### src/rtl/async_char_tx.sv
module async_char_tx #(
  parameter logic [7:0] ADDR_NORM  = 8'hE3,
  parameter logic [7:0] ADDR_SHORT = 8'hE4,
  parameter int DBITS     = 8,
  parameter int SUBDIV    = 8,
  parameter int WIN_BASIC = 8,
  parameter int WIN_EXT   = 4
) (
  input  logic       clk,
  input  logic       rst_n,
  input  logic       wr_en,
  input  logic [7:0] wr_addr,
  input  logic [7:0] wr_data,
  input  logic [1:0] mode,
  input  logic       two_stop,
  input  logic       ext_range,
  input  logic       sub_tick,
  output logic       txd,
  output logic       ready,
  output logic       overrun
);
  localparam int SW = $clog2(SUBDIV);
  localparam int BW = $clog2(DBITS);
  localparam int CW = $clog2(WIN_BASIC);
  localparam logic [1:0] M_PSK = 2'd0, M_FSK = 2'd1, M_SYNC = 2'd2;
  localparam logic [CW-1:0] SINCE_MAX = CW'(WIN_BASIC - 1);

  typedef enum logic [1:0] {S_IDLE, S_START, S_DATA, S_STOP} st_t;

  st_t             st;
  logic [SW-1:0]   sub;
  logic [BW-1:0]   bitn;
  logic [DBITS-1:0] hold_q, sh_q;
  logic            hold_full, hold_mark, stop_more, cur_short;
  logic [CW-1:0]   since;

  logic wr_hit, accept, sync, grant, last_stop, bit_end, data_done, advance, load;
  logic [SW-1:0] len_m1;
  logic [CW-1:0] win_need;

  assign sync      = (mode == M_SYNC);
  assign wr_hit    = wr_en && (wr_addr == ADDR_NORM || wr_addr == ADDR_SHORT);
  assign accept    = wr_hit && !hold_full;
  assign win_need  = ext_range ? CW'(WIN_EXT - 1) : CW'(WIN_BASIC - 1);
  assign grant     = hold_mark && !sync && (since >= win_need) && !(mode == M_PSK && !two_stop);
  assign last_stop = (st == S_STOP) && !stop_more;
  assign len_m1    = (last_stop && cur_short) ? SW'(SUBDIV - 2) : SW'(SUBDIV - 1);
  assign bit_end   = sub_tick && (sub == len_m1);
  assign data_done = (st == S_DATA) && (bitn == BW'(DBITS - 1));
  assign advance   = bit_end && (st == S_IDLE || last_stop || (data_done && sync));
  assign load      = advance && hold_full;

  assign txd   = (st == S_START) ? 1'b0 : (st == S_DATA) ? sh_q[0] : 1'b1;
  assign ready = !hold_full;

  always_ff @(posedge clk or negedge rst_n) begin
    if (!rst_n) begin
      st        <= S_IDLE;
      sub       <= '0;
      bitn      <= '0;
      hold_q    <= '0;
      sh_q      <= '0;
      hold_full <= 1'b0;
      hold_mark <= 1'b0;
      stop_more <= 1'b0;
      cur_short <= 1'b0;
      since     <= SINCE_MAX;
      overrun   <= 1'b0;
    end else begin
      overrun <= wr_hit && hold_full;
      if (accept) begin
        hold_q    <= wr_data;
        hold_mark <= (wr_addr == ADDR_SHORT);
        hold_full <= 1'b1;
      end
      if (load) hold_full <= 1'b0;
      if (sub_tick) sub <= bit_end ? '0 : sub + 1'b1;
      if (load) begin
        sh_q      <= hold_q;
        bitn      <= '0;
        st        <= sync ? S_DATA : S_START;
        cur_short <= grant && (mode == M_FSK);
        stop_more <= two_stop && !(grant && mode == M_PSK);
        since     <= grant ? '0 : (since == SINCE_MAX ? since : since + 1'b1);
      end else if (advance) begin
        st        <= S_IDLE;
        cur_short <= 1'b0;
      end else if (bit_end) begin
        case (st)
          S_START: begin
            st   <= S_DATA;
            bitn <= '0;
          end
          S_DATA: begin
            if (data_done) st <= S_STOP;
            else begin
              bitn <= bitn + 1'b1;
              sh_q <= sh_q >> 1;
            end
          end
          S_STOP: stop_more <= 1'b0;
          default: st <= S_IDLE;
        endcase
      end
    end
  end
endmodule

### config.mk
export PLATFORM = sky130hd
export DESIGN_NAME = async_char_tx
export DESIGN_NICKNAME = d
export VERILOG_FILES = /design/src/rtl/async_char_tx.sv
export SDC_FILE = /design/constraint.sdc
export NUM_CORES = 1
export LEC_CHECK = 0
export BUFFER_PORTS_ARGS = -buffer_cell sky130_fd_sc_hd__buf_2
export CORE_MARGIN = 1.5
export CORE_UTILIZATION = 40
export DETAILED_ROUTE_END_ITERATION = 7
export HOLD_SLACK_MARGIN = 0.08
export SYNTH_ARGS = -nofsm -noshare
export SYNTH_HDL_FRONTEND = slang
export SYNTH_SLANG_ARGS = --single-unit
### constraint.sdc
create_clock -name clk -period 3 [get_ports clk]
set_input_delay 0.15 -clock clk [delete_from_list [all_inputs] [get_ports clk]]
set_output_delay 0.15 -clock clk [all_outputs]
set_load 0.01 [all_outputs]
Word-level counts from Yosys, hierarchy flattened
Cells that the tools add are included.

operators by class
  add/subtract/negate cells = 3
  $lt $le $gt $ge = 1
  reduce and logical (&&, ||, !) cells = 40
  eq/ne operators = 16
  multiplexer cells = 31

operators by type and width
  cell                                                                      number
  8-bit two-way mux                                                         5
  3-bit two-way mux                                                         8
  1-bit logical AND                                                         17
  8-bit == test (second input constant)                                     2
  1-bit two-way mux                                                         11
  2-bit two-way mux                                                         5
  2-bit nonzero test                                                        5
  3-bit by 1-bit adder with 3-bit output (second input constant)            3
  4-bit AND reduction                                                       2
  2-bit == test (second input constant)                                     3
  3-bit == test (second input constant)                                     2
  1-bit zero test                                                           6
  3-bit inequality test (second input constant)                             2
  2-bit one-hot mux with 3 select lines                                     1
  3-bit one-hot mux with 2 select lines                                     1
  3-bit AND reduction                                                       2
  3-bit nonzero test                                                        2
  2-bit by 1-bit == test with 1-bit output (second input constant)          2
  2-bit zero test                                                           2
  2-bit by 1-bit inequality test with 1-bit output (second input constant)  2
  4-bit inequality test (second input constant)                             1
  3-bit == test                                                             1
  3-bit >= comparator                                                       1
  1-bit logical OR                                                          3
  other kinds (2)                                                           2

word-level totals
  register bits after elaboration = 32
  input port bits = 24
  word-level logic and storage cells = 102

Logic depth before layout (Yosys ltp)
  depth in word-level cells = 10
  mapped depth = 7
  depth with buffers taken out = 6

Least setup slack after synthesis
No wires, ideal clock.

  path type = reg-to-reg
  start = reg bitn[0]
  end = reg sh_q[0]
  library setup time = 0.128 ns
  clock period less this slack = 2.092 ns
  slack = 0.908 ns
  required time = 2.872 ns
  data arrival time = 1.965 ns
  cell stages (with the launch flop) = 7
  cells stage by stage = dfrtp_1 > ha_1 > ha_1 > nand2b_1 > nor4b_4 > mux2_1 > mux2_1

on the way
  longest elaborated chain between the ends = 8

ends and longest elaborated chain
  what                                                                                                     line  source
  from (decl)                                                                                              32    logic [BW-1:0] bitn;
  from (signal assigned)                                                                                   97    bitn <= bitn + 1'b1;
  3-bit == test *                                                                                          49    assign data_done = (st == S_DATA) && (bitn == BW'(DBITS - 1));
  1-bit logical AND *                                                                                      49
  1-bit logical AND                                                                                        50    assign advance = bit_end && (st == S_IDLE || last_stop || (data_done && sync));
  1-bit logical OR                                                                                         50
  1-bit logical AND                                                                                        50
  1-bit logical AND                                                                                        51    assign load = advance && hold_full;
  2-bit by 1-bit inequality test with 1-bit output (no line) / 2-bit nonzero test (equally long branches)  --
  4-bit AND reduction (no line)                                                                            --
  to (signal assigned)                                                                                     79    sh_q <= hold_q;
  to (signal assigned)                                                                                     98    sh_q <= sh_q >> 1;
  to (decl)                                                                                                33    logic [DBITS-1:0] hold_q, sh_q;

Every way passes the cells marked *; elsewhere a longest branch is shown, timed or not.
A chain may end at the register's enable or synchronous reset.

Worst setup path after layout
  start = reg st[0]
  end = reg sh_q[0]

on the way
  longest elaborated chain between the ends = 10

ends and longest elaborated chain
  what                                                                                                     line  source
  from (decl)                                                                                              30    st_t st;
  from (signal assigned)                                                                                   81    st <= sync ? S_DATA : S_START;
  2-bit == test                                                                                            46    assign last_stop = (st == S_STOP) && !stop_more;
  1-bit logical AND                                                                                        46
  1-bit logical AND                                                                                        47    assign len_m1 = (last_stop && cur_short) ? SW'(SUBDIV - 2) : SW'(SUBDIV - 1);
  1-bit two-way mux                                                                                        47
  3-bit == test                                                                                            48    assign bit_end = sub_tick && (sub == len_m1);
  1-bit logical AND                                                                                        48
  1-bit logical AND                                                                                        50
  1-bit logical AND                                                                                        51
  2-bit by 1-bit inequality test with 1-bit output (no line) / 2-bit nonzero test (equally long branches)  --
  4-bit AND reduction (no line)                                                                            --

Several ways; a longest one is shown, not always the timed one.

==> reports/results.tsv <==
metric	value	unit
DRC viols	0	
Fmax	0.431	GHz
DRT iter0 DRCs	33	
PwrDens	664	mW/mm²
Final HPWL DP	2560	µm
Final setup viols	0	
peak supply drop	0.000306	V
multi-input logic area	895	µm²
Seq. cell area	805	µm²
RSZ-0062 raised after global routing	no	
Post-Synth XOR/XNOR Area	0.503	%
clk buf depth	2	
Max Slew Vio Count	0	
Worst Path Arrival	2480	ps
clk_skew	5.82	ps
top-count cell post-synth	dfrtp_1	
# rows	23	
Die Y-Extent	69.0	µm
# Max-Cap Violations	0	
Synth Register Bits	32	
min cycle time layout	2320	ps
first-pass GRT wire length	5800	µm
Vias/cell	5.53	
number of synthesized flops with an enable pin	0	
DR vias	1273	
# fillers	398	
compound-cell area share of the yosys netlist	14.5	%
Post-Synthesis Cells	146	
nets@finish	213	
# port buffers	26	
Crit. End Element	flop	
crit start category	flop	
Num CTS Buffers	5	
worst slew pin tran	700	ps
Leak	0.987	nW
Post-synth top cells	dfrtp_1, mux2_2, ha_1	
ANT cells	0	
Synth Warn #	0	
vias in the first global route	1298	
Die W	69.0	µm
post-CTS setup buffers	0	
relative slew slack	53.4	%
Post-Syn Nets	180	
Syn-to-layout area delta	17.6	%
CP max FO	9	
Synth Area in Simple Gates	16.5	%
GRT Total Usage	16.6	%
share of cells above drive strength 1	32.8	%
syn avg cell area	11.9	µm²
Netlist cell types	45	
initial antenna violation count	0	
Synth area leader	dfrtp_1	
sequential area share after synthesis	46.2	%
Critical Path RT	3160	ps
Initial Util	42.6	%
top cell type's share of synthesized area	41.7	%
ranking of synthesized cells by area	dfrtp_1, ha_1, mux2_2	
Core Area	0.00409	mm²
Post-DRT Antenna Nets	0	
Adder-Cell Fraction of Synth Area	7.19	%
Inst Count DP	221	
endpoints failing hold	0	
RePlAce Congestion	0.841	
htree depth	2	
DR WL/cell	14.9	µm
CTS tree	done	
asr flop ratio synth	100	%
CTS clock-pin slew for the worst setup and hold paths	70	ps
critical path class	reg -> reg	
Post-Syn Area	0.00174	mm²
setup tns final	0	ps
drt total wl	3420	µm
Clock Latency Late Sink	280	ps
mux contribution to synthesized area	12.8	%
Sink Count	32	
main combinational cell family by area after synthesis	simple AND/OR/NAND/NOR gates	
Top Ports	27	
period utilization	77.4	%
largest net degree at the start of global routing	33	
clock root buffer master	clkbuf_8	
Remaining Overflow, GRT	0	
Post-synth top flop	dfrtp_1	
Hold Path Class	in -> reg	
status	complete, no violations	
DR pass1 iterations	4	
die area	0.00476	mm²
final non-filler cell total	230	
kinds of logic after synthesis:
group / Yosys count
AO/OA/AOI/OAI: 33
AND/OR/NAND/NOR: 41
multiplexers: 19
adder cells (fa/ha/maj): 10
flip-flops: 32
buffers and inverters: 10
XOR/XNOR: 1
path summary, 6_finish.rpt:
check                           startpoint   endpoint  slack, ps  cells after the start
worst min-delay path            wr_data[0]  hold_q[0]        100                      2
max in group asynchronous            rst_n  hold_q[6]       2090                      2
worst min register to register   hold_q[6]    sh_q[6]        480                      1
min in group asynchronous            rst_n  cur_short        460                      2
worst max register to register       st[0]    sh_q[0]        680                      6
worst max-delay path                 st[0]    sh_q[0]        680                      6
where the power goes:
part	leakage (nW)	switching, mW	internal (mW)
Sequential	0.419	0.0533	0.494
Combinational	0.514	0.230	0.182
Clock	0.0541	0.156	0.245
Total	0.987	0.439	0.921
layer usage:
| layer | up-vias | GRT usage, % | share of wire [%] | wire (µm) |
|---|---|---|---|---|
| met5 | - | 0 | 0 | 0 |
| met4 | 0 | 5.64 | 0.29 | 10 |
| met3 | 2 | 4.38 | 4.0 | 137 |
| met2 | 31 | 28.2 | 49 | 1680 |
| met1 | 625 | 20.3 | 46 | 1590 |
| li1 | 615 | - | - | - |
registers in the layout, summed over array words and instances (netlist names):
register,cells
bitn,3
cur_short,1
hold_full,1
hold_mark,1
hold_q,8
overrun,1
sh_q,8
since,3
st,2
stop_more,1
sub,3
metrics by stage:
| stage | setup slack [ps] | util (%) | power (mW) | hold WS [ps] | area [µm²] |
|---|---|---|---|---|---|
| after floorplan | 908 | - | 0.847 | -146 | 1740 |
| after global placement | 795 | 47.1 | 0.939 | 236 | 1930 |
| after detailed placement | 705 | 47.1 | 0.963 | 246 | 1930 |
| after CTS | 694 | 50.1 | 1.38 | 87.1 | 2050 |
| after global routing | 549 | 50.1 | 1.45 | 88.1 | 2050 |
| final | 679 | 50.1 | 1.36 | 99.7 | 2050 |
timing repair:
item	4_1_cts	5_1_grt
hold buffers	1	0
resized for setup	0	0
endpoints found under the hold margin	29	0
worst max-delay path: stages, from the launching register on:
cell	delay, ps
dfrtp_1	420
inv_1	100
ha_1	320
nand2b_1	200
nor4b_4	520
mux2_1	360
mux2_1	280
area by class of cell:
type                       count  area share [%]
multi-input combinational    104            43.7
clock inverter                 3            2.08
timing repair buffer          27            6.85
clock buffer                   5            3.36
inverter                       9            1.65
tap                           50            3.06
sequential                    32            39.3
layout by cell type (no fill, tap or decap), types with 2 or more instances in the layout:
cell | synthesis | routed
nand2_1 | 4 | 4
clkbuf_8 | 0 | 5
o21a_1 | 2 | 2
nor2b_1 | 3 | 3
a21oi_1 | 6 | 6
nand3_1 | 2 | 2
and2_1 | 5 | 5
dfstp_2 | 3 | 3
a22o_1 | 2 | 2
ha_1 | 10 | 10
nor2_1 | 5 | 5
nand2b_1 | 4 | 4
mux2_2 | 11 | 11
dfrtp_1 | 29 | 29
inv_1 | 9 | 9
o221ai_1 | 2 | 2
nand4_1 | 3 | 3
o21ai_0 | 5 | 5
nand4b_1 | 2 | 2
or4_1 | 2 | 2
a211oi_1 | 2 | 2
and4b_1 | 2 | 2
a221o_1 | 5 | 5
mux2_1 | 5 | 5
buf_2 | 0 | 26
mux2i_1 | 2 | 2
Note: power is estimated with default switching activity, not from simulation.
